--- src/rtl/ovm_pkg.sv ---
package ovm_pkg;
    localparam int MV_W       = 12;
    localparam int PCT_BASE   = 100;
    localparam int PG_HI_PCT  = 112;
    localparam int PG_LO_PCT  = 88;
    localparam int UV_PCT     = 60;
    localparam int OV_DEF_MV  = 2000;
    localparam int TRIP_HITS  = 2;
endpackage

--- src/rtl/ovm_scale.sv ---
// Constant multiplier built only from shifted copies of the input.
module ovm_scale #(
    parameter int IN_W  = 12,
    parameter int K     = 100,
    parameter int OUT_W = IN_W + 7
) (
    input  logic [IN_W-1:0]  x,
    output logic [OUT_W-1:0] y
);
    localparam int          KB = $clog2(K + 1);
    localparam logic [31:0] KV = 32'(K);

    logic [OUT_W-1:0] part [KB];

    generate
        for (genvar i = 0; i < KB; i++) begin : g_bit
            if (KV[i]) begin : g_on
                assign part[i] = OUT_W'(x) << i;
            end else begin : g_off
                assign part[i] = '0;
            end
        end
    endgenerate

    always_comb begin
        y = '0;
        for (int i = 0; i < KB; i++) begin
            y = y + part[i];
        end
    end
endmodule

--- src/rtl/ovm_persist.sv ---
// Counts consecutive offending valid samples and emits one pulse per episode.
module ovm_persist #(
    parameter int HITS = 2
) (
    input  logic clk,
    input  logic rst_n,
    input  logic vld,
    input  logic arm,
    input  logic cond,
    output logic pulse
);
    localparam int CW = $clog2(HITS + 1);

    typedef struct packed {
        logic [CW-1:0] cnt;
        logic          pulse;
    } st_t;

    st_t st_d, st_q;

    always_comb begin
        st_d       = st_q;
        st_d.pulse = 1'b0;
        if (!arm) begin
            st_d.cnt = '0;
        end else if (vld) begin
            if (cond) begin
                if (st_q.cnt != CW'(HITS)) st_d.cnt = st_q.cnt + 1'b1;
                if (st_q.cnt == CW'(HITS - 1)) st_d.pulse = 1'b1;
            end else begin
                st_d.cnt = '0;
            end
        end
    end

    always_ff @(posedge clk or negedge rst_n) begin
        if (!rst_n) st_q <= '0;
        else        st_q <= st_d;
    end

    assign pulse = st_q.pulse;

    // one pulse, never two cycles in a row
    p_single_pulse_r11: assert property (@(posedge clk) disable iff (!rst_n)
        pulse |=> !pulse);
    // a pulse always follows an armed valid strobe
    p_strobe_before_pulse_r10: assert property (@(posedge clk) disable iff (!rst_n)
        pulse |-> ($past(vld) && $past(arm)));
endmodule

--- src/rtl/ovm_top.sv ---
module ovm_top
    import ovm_pkg::*;
#(
    parameter int W      = MV_W,
    parameter int OV_MV  = OV_DEF_MV,
    parameter int HITS   = TRIP_HITS
) (
    input  logic         clk,
    input  logic         rst_n,
    input  logic [W-1:0] sample_mv,
    input  logic         sample_vld,
    input  logic [W-1:0] target_mv,
    input  logic         pg_en,
    input  logic         uv_en,
    output logic         pgood,
    output logic         ov_trip,
    output logic         uv_trip
);
    localparam int PW = W + 7;

    typedef struct packed {
        logic pgood;
    } st_t;

    st_t st_d, st_q;

    logic [PW-1:0] s_x100, s_next_x100, hi_lim, lo_lim, uv_lim;
    logic          above_hi, below_lo, below_uv, over_abs;

    ovm_scale #(.IN_W(W), .K(PCT_BASE),  .OUT_W(PW)) u_s  (.x(sample_mv), .y(s_x100));
    ovm_scale #(.IN_W(W), .K(PG_HI_PCT), .OUT_W(PW)) u_hi (.x(target_mv), .y(hi_lim));
    ovm_scale #(.IN_W(W), .K(PG_LO_PCT), .OUT_W(PW)) u_lo (.x(target_mv), .y(lo_lim));
    ovm_scale #(.IN_W(W), .K(UV_PCT),    .OUT_W(PW)) u_uv (.x(target_mv), .y(uv_lim));

    // s > floor(a*t/100)  <=>  100*s > a*t
    // s < floor(a*t/100)  <=>  100*(s+1) <= a*t
    assign s_next_x100 = s_x100 + PW'(PCT_BASE);
    assign above_hi    = s_x100 > hi_lim;
    assign below_lo    = s_next_x100 <= lo_lim;
    assign below_uv    = s_next_x100 <= uv_lim;
    assign over_abs    = sample_mv > W'(OV_MV);

    always_comb begin
        st_d = st_q;
        if (!pg_en)          st_d.pgood = 1'b0;
        else if (sample_vld) st_d.pgood = !above_hi && !below_lo;
    end

    always_ff @(posedge clk or negedge rst_n) begin
        if (!rst_n) st_q <= '0;
        else        st_q <= st_d;
    end

    assign pgood = st_q.pgood;

    ovm_persist #(.HITS(HITS)) u_ov (
        .clk(clk), .rst_n(rst_n), .vld(sample_vld), .arm(1'b1),
        .cond(over_abs), .pulse(ov_trip));

    ovm_persist #(.HITS(HITS)) u_uv_p (
        .clk(clk), .rst_n(rst_n), .vld(sample_vld), .arm(uv_en),
        .cond(below_uv), .pulse(uv_trip));

    // disabled power-good reads low next cycle
    p_pg_gate_r5: assert property (@(posedge clk) disable iff (!rst_n)
        !pg_en |=> !pgood);
    // no strobe, enable held: flag holds
    p_pg_hold_r6: assert property (@(posedge clk) disable iff (!rst_n)
        (pg_en && !sample_vld) |=> $stable(pgood));
    // no under-voltage trip while the check is disabled
    p_uv_gate_r9: assert property (@(posedge clk) disable iff (!rst_n)
        !uv_en |=> !uv_trip);
    // over-voltage trip only after a strobe
    p_ov_vld_r7: assert property (@(posedge clk) disable iff (!rst_n)
        ov_trip |-> $past(sample_vld));
endmodule

--- config.mk ---
export PLATFORM = sky130hd
export DESIGN_NAME = ovm_top
export DESIGN_NICKNAME = d
export VERILOG_FILES = /design/src/rtl/ovm_pkg.sv /design/src/rtl/ovm_scale.sv /design/src/rtl/ovm_persist.sv /design/src/rtl/ovm_top.sv
export SDC_FILE = /design/constraint.sdc
export NUM_CORES = 1
export LEC_CHECK = 0
export BUFFER_PORTS_ARGS = -buffer_cell sky130_fd_sc_hd__buf_2
export CORE_UTILIZATION = 55
export DETAILED_ROUTE_END_ITERATION = 12
export HOLD_SLACK_MARGIN = 0.03
export MAX_ROUTING_LAYER = met4
export PLACE_DENSITY = 0.73
export SYNTH_ARGS = -nofsm -noshare
export SYNTH_HDL_FRONTEND = slang
export SYNTH_HIERARCHICAL = 1
export SYNTH_SLANG_ARGS = --single-unit
export TNS_END_PERCENT = 10
--- constraint.sdc ---
create_clock -name clk -period 2.35 [get_ports clk]
set_input_delay 0.235 -clock clk [delete_from_list [all_inputs] [get_ports clk]]
set_output_delay 0.235 -clock clk [all_outputs]
set_load 0.005 [all_outputs]
== After elaboration in Yosys (flattened, before gate mapping) ==
Cells that the tools add are included.

* Register bits: 7
* Bits of input ports: 29

* Eq/ne operators: 8
* Magnitude comparators: 4
* Reduce and logical (&&, ||, !) cells: 5
* $add $sub $neg: 12
* Multiplexer cells: 14

{| class="wikitable"
|+ Operator list
! operator !! number
|-
| $add 18x18->19 || 2
|-
| $le 19x19->1 || 2
|-
| $add 17x18->19 || 1
|-
| $add 19x7->19 const B || 1
|-
| $gt 19x19->1 || 1
|-
| $add 14x17->18 || 1
|-
| $add 16x17->18 || 1
|-
| $add 17x17->18 || 1
|-
| $add 15x16->17 || 1
|-
| $add 16x16->17 || 1
|-
| $add 14x15->16 || 1
|-
| $gt 12x11->1 const B || 1
|-
| $mux 2 || 5
|-
| $mux 1 || 8
|-
| $ne 2x2->1 const B || 4
|-
| $add 2x1->2 const B || 2
|-
| $eq 2x1->1 const B || 2
|-
| $reduce_and 2->1 || 2
|-
| $mux 3 || 1
|-
| $ne 3x2->1 const B || 1
|-
| $logic_not 1->1 || 2
|-
| $ne 2x1->1 const B || 1
|-
| $logic_and 1x1->1 || 1
|}

== Logic depth before layout (Yosys ltp) ==
* Depth in word-level cells: 8
* Mapped depth: 21

== Hierarchy ==
The synthesis kept the hierarchy.

{| class="wikitable"
|+ By module, submodules not included
! module !! area an instance (µm²) !! cells an instance !! times used
|-
| ovm_top || 1796.7 || 244 || 1
|-
| ovm_scale at u_uv || 1236.2 || 143 || 1
|-
| ovm_scale at u_hi || 927.1 || 105 || 1
|-
| ovm_scale at u_s || 857.1 || 97 || 1
|-
| ovm_scale at u_lo || 849.6 || 97 || 1
|-
| ovm_persist || 185.2 || 16 || 2
|}

== Worst setup path after synthesis ==
OpenSTA, ideal clock, no wires.

* Path kind: input to register
* Start: input port target_mv[0]
* End: register u_uv_p/st_q[1] (netlist name)
* Buffers on the path: 0
* Arrival time: 4.223 ns
* Setup time: 0.078 ns
* Required time: 2.272 ns
* Slack: -1.951 ns
* Cell stages on the path: 18
* Path through: fa_1 -> xor2_1 -> ha_1 -> ha_1 -> fa_1 -> a211oi_1 -> o21bai_1 -> a21oi_1 -> a21oi_1 -> xnor2_1 -> inv_1 -> ha_1 -> and4_1 -> nand3_1 -> or4_1 -> o211ai_1 -> and4bb_1 -> o2bb2ai_1

* Longest elaborated chain between the ends: 7
* Elaborated cells on any way between the ends: 9
* Those cells by class: 3 x add/sub; 1 x order compare; 1 x eq/ne; 3 x mux; 1 x reduce/logical

{| class="wikitable"
|+ Ends and longest elaborated chain
! element !! RTL line !! text
|-
| from (decl) || ovm_top.sv:12 || <nowiki>input logic [W-1:0] target_mv,</nowiki>
|-
| $add 14x15->16 || ovm_scale.sv:28 || <nowiki>y = y + part[i];</nowiki>
|-
| $add 16x16->17 || ovm_scale.sv:28 ||
|-
| $add 17x17->18 (*) || ovm_scale.sv:28 ||
|-
| net uv_lim[13] || ovm_top.sv:27 || <nowiki>logic [PW-1:0] s_x100, s_next_x100, hi_lim, lo_lim, uv_lim;</nowiki>
|-
| $le 19x19->1 (*) || ovm_top.sv:40 || <nowiki>assign below_uv = s_next_x100 <= uv_lim;</nowiki>
|-
| net below_uv || ovm_top.sv:28 || <nowiki>logic above_hi, below_lo, below_uv, over_abs;</nowiki>
|-
| $mux 2 || ovm_persist.sv:27 || <nowiki>if (cond) begin</nowiki>
|-
| $mux 3 || ovm_persist.sv:26 || <nowiki>end else if (vld) begin</nowiki>
|-
| $mux 2 || ovm_persist.sv:24 || <nowiki>if (!arm) begin</nowiki>
|-
| to (signal assigned) || ovm_persist.sv:38 || <nowiki>else st_q <= st_d;</nowiki>
|-
| to (decl) || ovm_persist.sv:19 || <nowiki>st_t st_d, st_q;</nowiki>
|}

The timed path passes the listed nets; every way through them passes the cells marked *. The select of a mux whose other input is x is not followed.
A chain may end at the register's enable or synchronous reset.

== Worst setup path after layout ==
* Start: input port sample_mv[1]
* End: register u_uv_p/st_q[1] (netlist name)

* Longest elaborated chain between the ends: 7
* Elaborated cells on any way between the ends: 9
* Those cells by class: 3 x add/sub; 1 x order compare; 1 x eq/ne; 3 x mux; 1 x reduce/logical

{| class="wikitable"
|+ Ends and longest elaborated chain
! element !! RTL line !! text
|-
| from (decl) || ovm_top.sv:10 || <nowiki>input logic [W-1:0] sample_mv,</nowiki>
|-
| $add 14x17->18 || ovm_scale.sv:28 ||
|-
| $add 18x18->19 (*) || ovm_scale.sv:28 ||
|-
| net s_x100[12] || ovm_top.sv:27 ||
|-
| $add 19x7->19 (*) || ovm_top.sv:37 || <nowiki>assign s_next_x100 = s_x100 + PW'(PCT_BASE);</nowiki>
|-
| $le 19x19->1 (*) || ovm_top.sv:40 ||
|-
| net below_uv || ovm_top.sv:28 ||
|-
| $mux 2 || ovm_persist.sv:27 ||
|-
| $mux 3 || ovm_persist.sv:26 ||
|-
| $mux 2 || ovm_persist.sv:24 ||
|}

Marked as above.

==> out/metrics.cfg <==
[drt]
ant_nets = 0
vias = 6160
first_pass_iters = 8
viasPerCell = 5.657
wl_um = 17290
drcViolationCount = 0
drt-initial-drc-count = 298
wl_per_cell_um = 15.87

[cts]
clk_pin_slew_ns = 0.04
cts_tree = built
cts_max_path_buffers = 2
root_buffer = clkbuf_8
clkLatencyLatePin_ns = 0.22
cts.sinks = 7
htreeDepth = 1
cts_buffers = 3

[synth]
synthTopCellsByArea = ha_1 27%, fa_1 17%, inv_1 7.4%, xnor2_1 4.9%, a21oi_1 3.5%
synth-seq-area-share_pct = 2.902
synth_top_area_share_pct = 26.53
synth-main-ff-cell = dfrtp_1
syn_avg_cell_area_um2 = 8.408
synth.distinct_cells = 80
synth_area_leader_cell = ha_1
synthTopCellsByCount = 128 x ha_1, 119 x inv_1, 50 x fa_1
synth-seq-cells = 7
yosysMostFrequentCell = ha_1
yosysWarnings = 6
syn_inst = 718
synthesis.area_um2 = 6037
synth-edff-count = 0
async_flop_share_pct = 100.0

[worst_setup_path]
worstSetupEndpointType = flop
path_max_fanout = 5
critPathKind = primary input to flop
worst_setup_path_start_kind = primary input
arrival_ns = 4.63
crit_required_ns = 2.50

[global_route]
grt_max_degree = 14
grt_overflow = 0
grt_antenna_before_repair = 0
grt_pass1_wl_um = 27680
grt_usage_pct = 30.27
grt_pass1_vias = 6302

[floorplan]
io_pins = 32
core_area_um2 = 10460
fp-row-count = 37
die_area_um2 = 11400
die_h_um = 106.8
die_w_um = 106.8
initial_core_util_pct = 57.70

[sta]
maxSlewHeadroom_pct = 63.62
finalCritPeriodShare_pct = 190.8
setup_viol = 4
tightestPinTransition_ns = 0.5445
rsz0062_at_grt = yes
fin_tns_setup_ns = -8.084
clock_skew_ns = 0.001541
fin_crit_ns = 4.483
fmax_mhz = 223.1
slew_violations = 0
final.setup.worst_slack_ns = -2.133
holdWs_ns = 0.3035
hold_viol = 0

[layout]
drive_above_1_share_pct = 33.79
final_nets = 1161
diodes = 0
area_delta_synth_final_pct = 36.29

[job]
maxCapViolations = 0

[run_status]
outcome = complete, but fails checks
violations = setup timing

[power_and_ir_drop]
leakagePower_uw = 0.004266
peakVddDrop_uv = 439.1
powerDensity_nw_per_um2 = 758.3

[placed_design]
place.gp.congestion = 0.9012
port_buffers = 31
dp_hpwl_um = 13890

[hold_path]
hold_path.class = primary input to flop

flip-flops by register name, summed over array words and instances (netlist names):
name	flops
u_uv_p/pulse	1
u_uv_p/st_q	2
u_ov/st_q	2
u_ov/pulse	1
pgood	1
area by class of cell:
cell class	instances	area, um2
clock buffer	4	45.04
tap	136	170.2
multi-input combinational	585	5637
sequential	7	175.2
timing repair buffer	238	1737
fill	705	2235
inverter	119	464.2
per-layer routing:
metal  GRT usage, %  vias to the layer above  wire length, um
met5              -                        -                0
met4          8.121                        0              591
met3          1.398                       57              625
met2          54.98                      198             8732
met1          36.53                     2950             7337
li1               -                     2955                -
where the power goes:
part	leakage [uW]	internal (uW)	total, uW	switching [uW]
clock network	0.0000228	117	169	51.7
registers	0.0000955	140	158	18.4
logic	0.00415	2980	5910	2930
total	0.00427	3240	6240	3000
what timing repair did:
action / in CTS / in global routing
pin swaps: 28 / 26
cloned: 0 / 0
setup buffers: 10 / 9
gates resized for setup: 25 / 24
endpoints found under the setup margin: 4 / 4
hold endpoints to repair: 7 / 0
hold buffers: 1 / 0
worst max-delay path, stage by stage:
cell and delay, ns:
buf_2 0.11, inv_1 0.06, fa_1 0.50, inv_1 0.05, ha_2 0.19, fa_2 0.36
a21o_1 0.19, nand4_1 0.18, nand2_2 0.10, xor2_2 0.16, and3_4 0.20, and4_4 0.23
nand4_1 0.16, xnor2_2 0.21, ha_1 0.31, nand4_1 0.18, or4_1 0.56, o211ai_1 0.15
buf_4 0.18, and4bb_1 0.21, o2bb2ai_1 0.11
stage by stage:
stage | cells | area (um2) | setup slack [ns] | power (uW) | util [%]
detailed placement | 1066 | 7789 | -2.300 | 5293 | 74.44
finish | 1089 | 8228 | -2.133 | 6239 | 78.64
global route | 1089 | 8228 | -2.252 | 6764 | 78.64
floorplan | 731 | 6195 | -1.765 | 3288 | -
global placement | 1066 | 7789 | -2.170 | 5008 | 74.44
CTS | 1080 | 8006 | -1.980 | 5702 | 76.52
cells by family (layout without fill, tap and decap cells):
family | count (synthesis) | in the layout | share of synthesized area [%]
multiplexers | 3 | 3 | 0.5181
adder cells (fa/ha/maj) | 178 | 178 | 43.11
AND/OR/NAND/NOR | 179 | 179 | 16.48
XOR/XNOR | 50 | 50 | 7.254
flip-flops | 7 | 7 | 2.902
other | 5 | 18 | 0.3109
buffers and inverters | 139 | 361 | 9.762
AO/OA/AOI/OAI | 157 | 157 | 19.67
layout by cell type (no fill, tap or decap), drive strengths merged, types with 17 or more instances in the layout:
cell type    n
nand2       33
nand3       20
fa          50
nor2        35
a21o        28
nand4       17
a21oi       47
ha         128
inv        115
xnor2       34
conb        18
buf        237
final timing paths:
path	depth (start not counted)	startpoint	slack, ns	end
worst max-delay path	21	sample_mv[1]	-2.13	u_uv_p/st_q[1]$_DFFE_PN0P_
worst min-delay path	2	uv_en	0.30	u_uv_p/st_q[1]$_DFFE_PN0P_
worst max register to register	5	pgood$_DFFE_PN0P_	1.11	pgood$_DFFE_PN0P_
worst min register to register	2	u_uv_p/st_q[1]$_DFFE_PN0P_	0.59	u_uv_p/st_q[1]$_DFFE_PN0P_
max in group asynchronous	2	rst_n	1.83	u_ov/st_q[2]$_DFFE_PN0P_
min in group asynchronous	2	rst_n	0.37	u_uv_p/st_q[2]$_DFFE_PN0P_
Power figures use the tool's default switching activity.
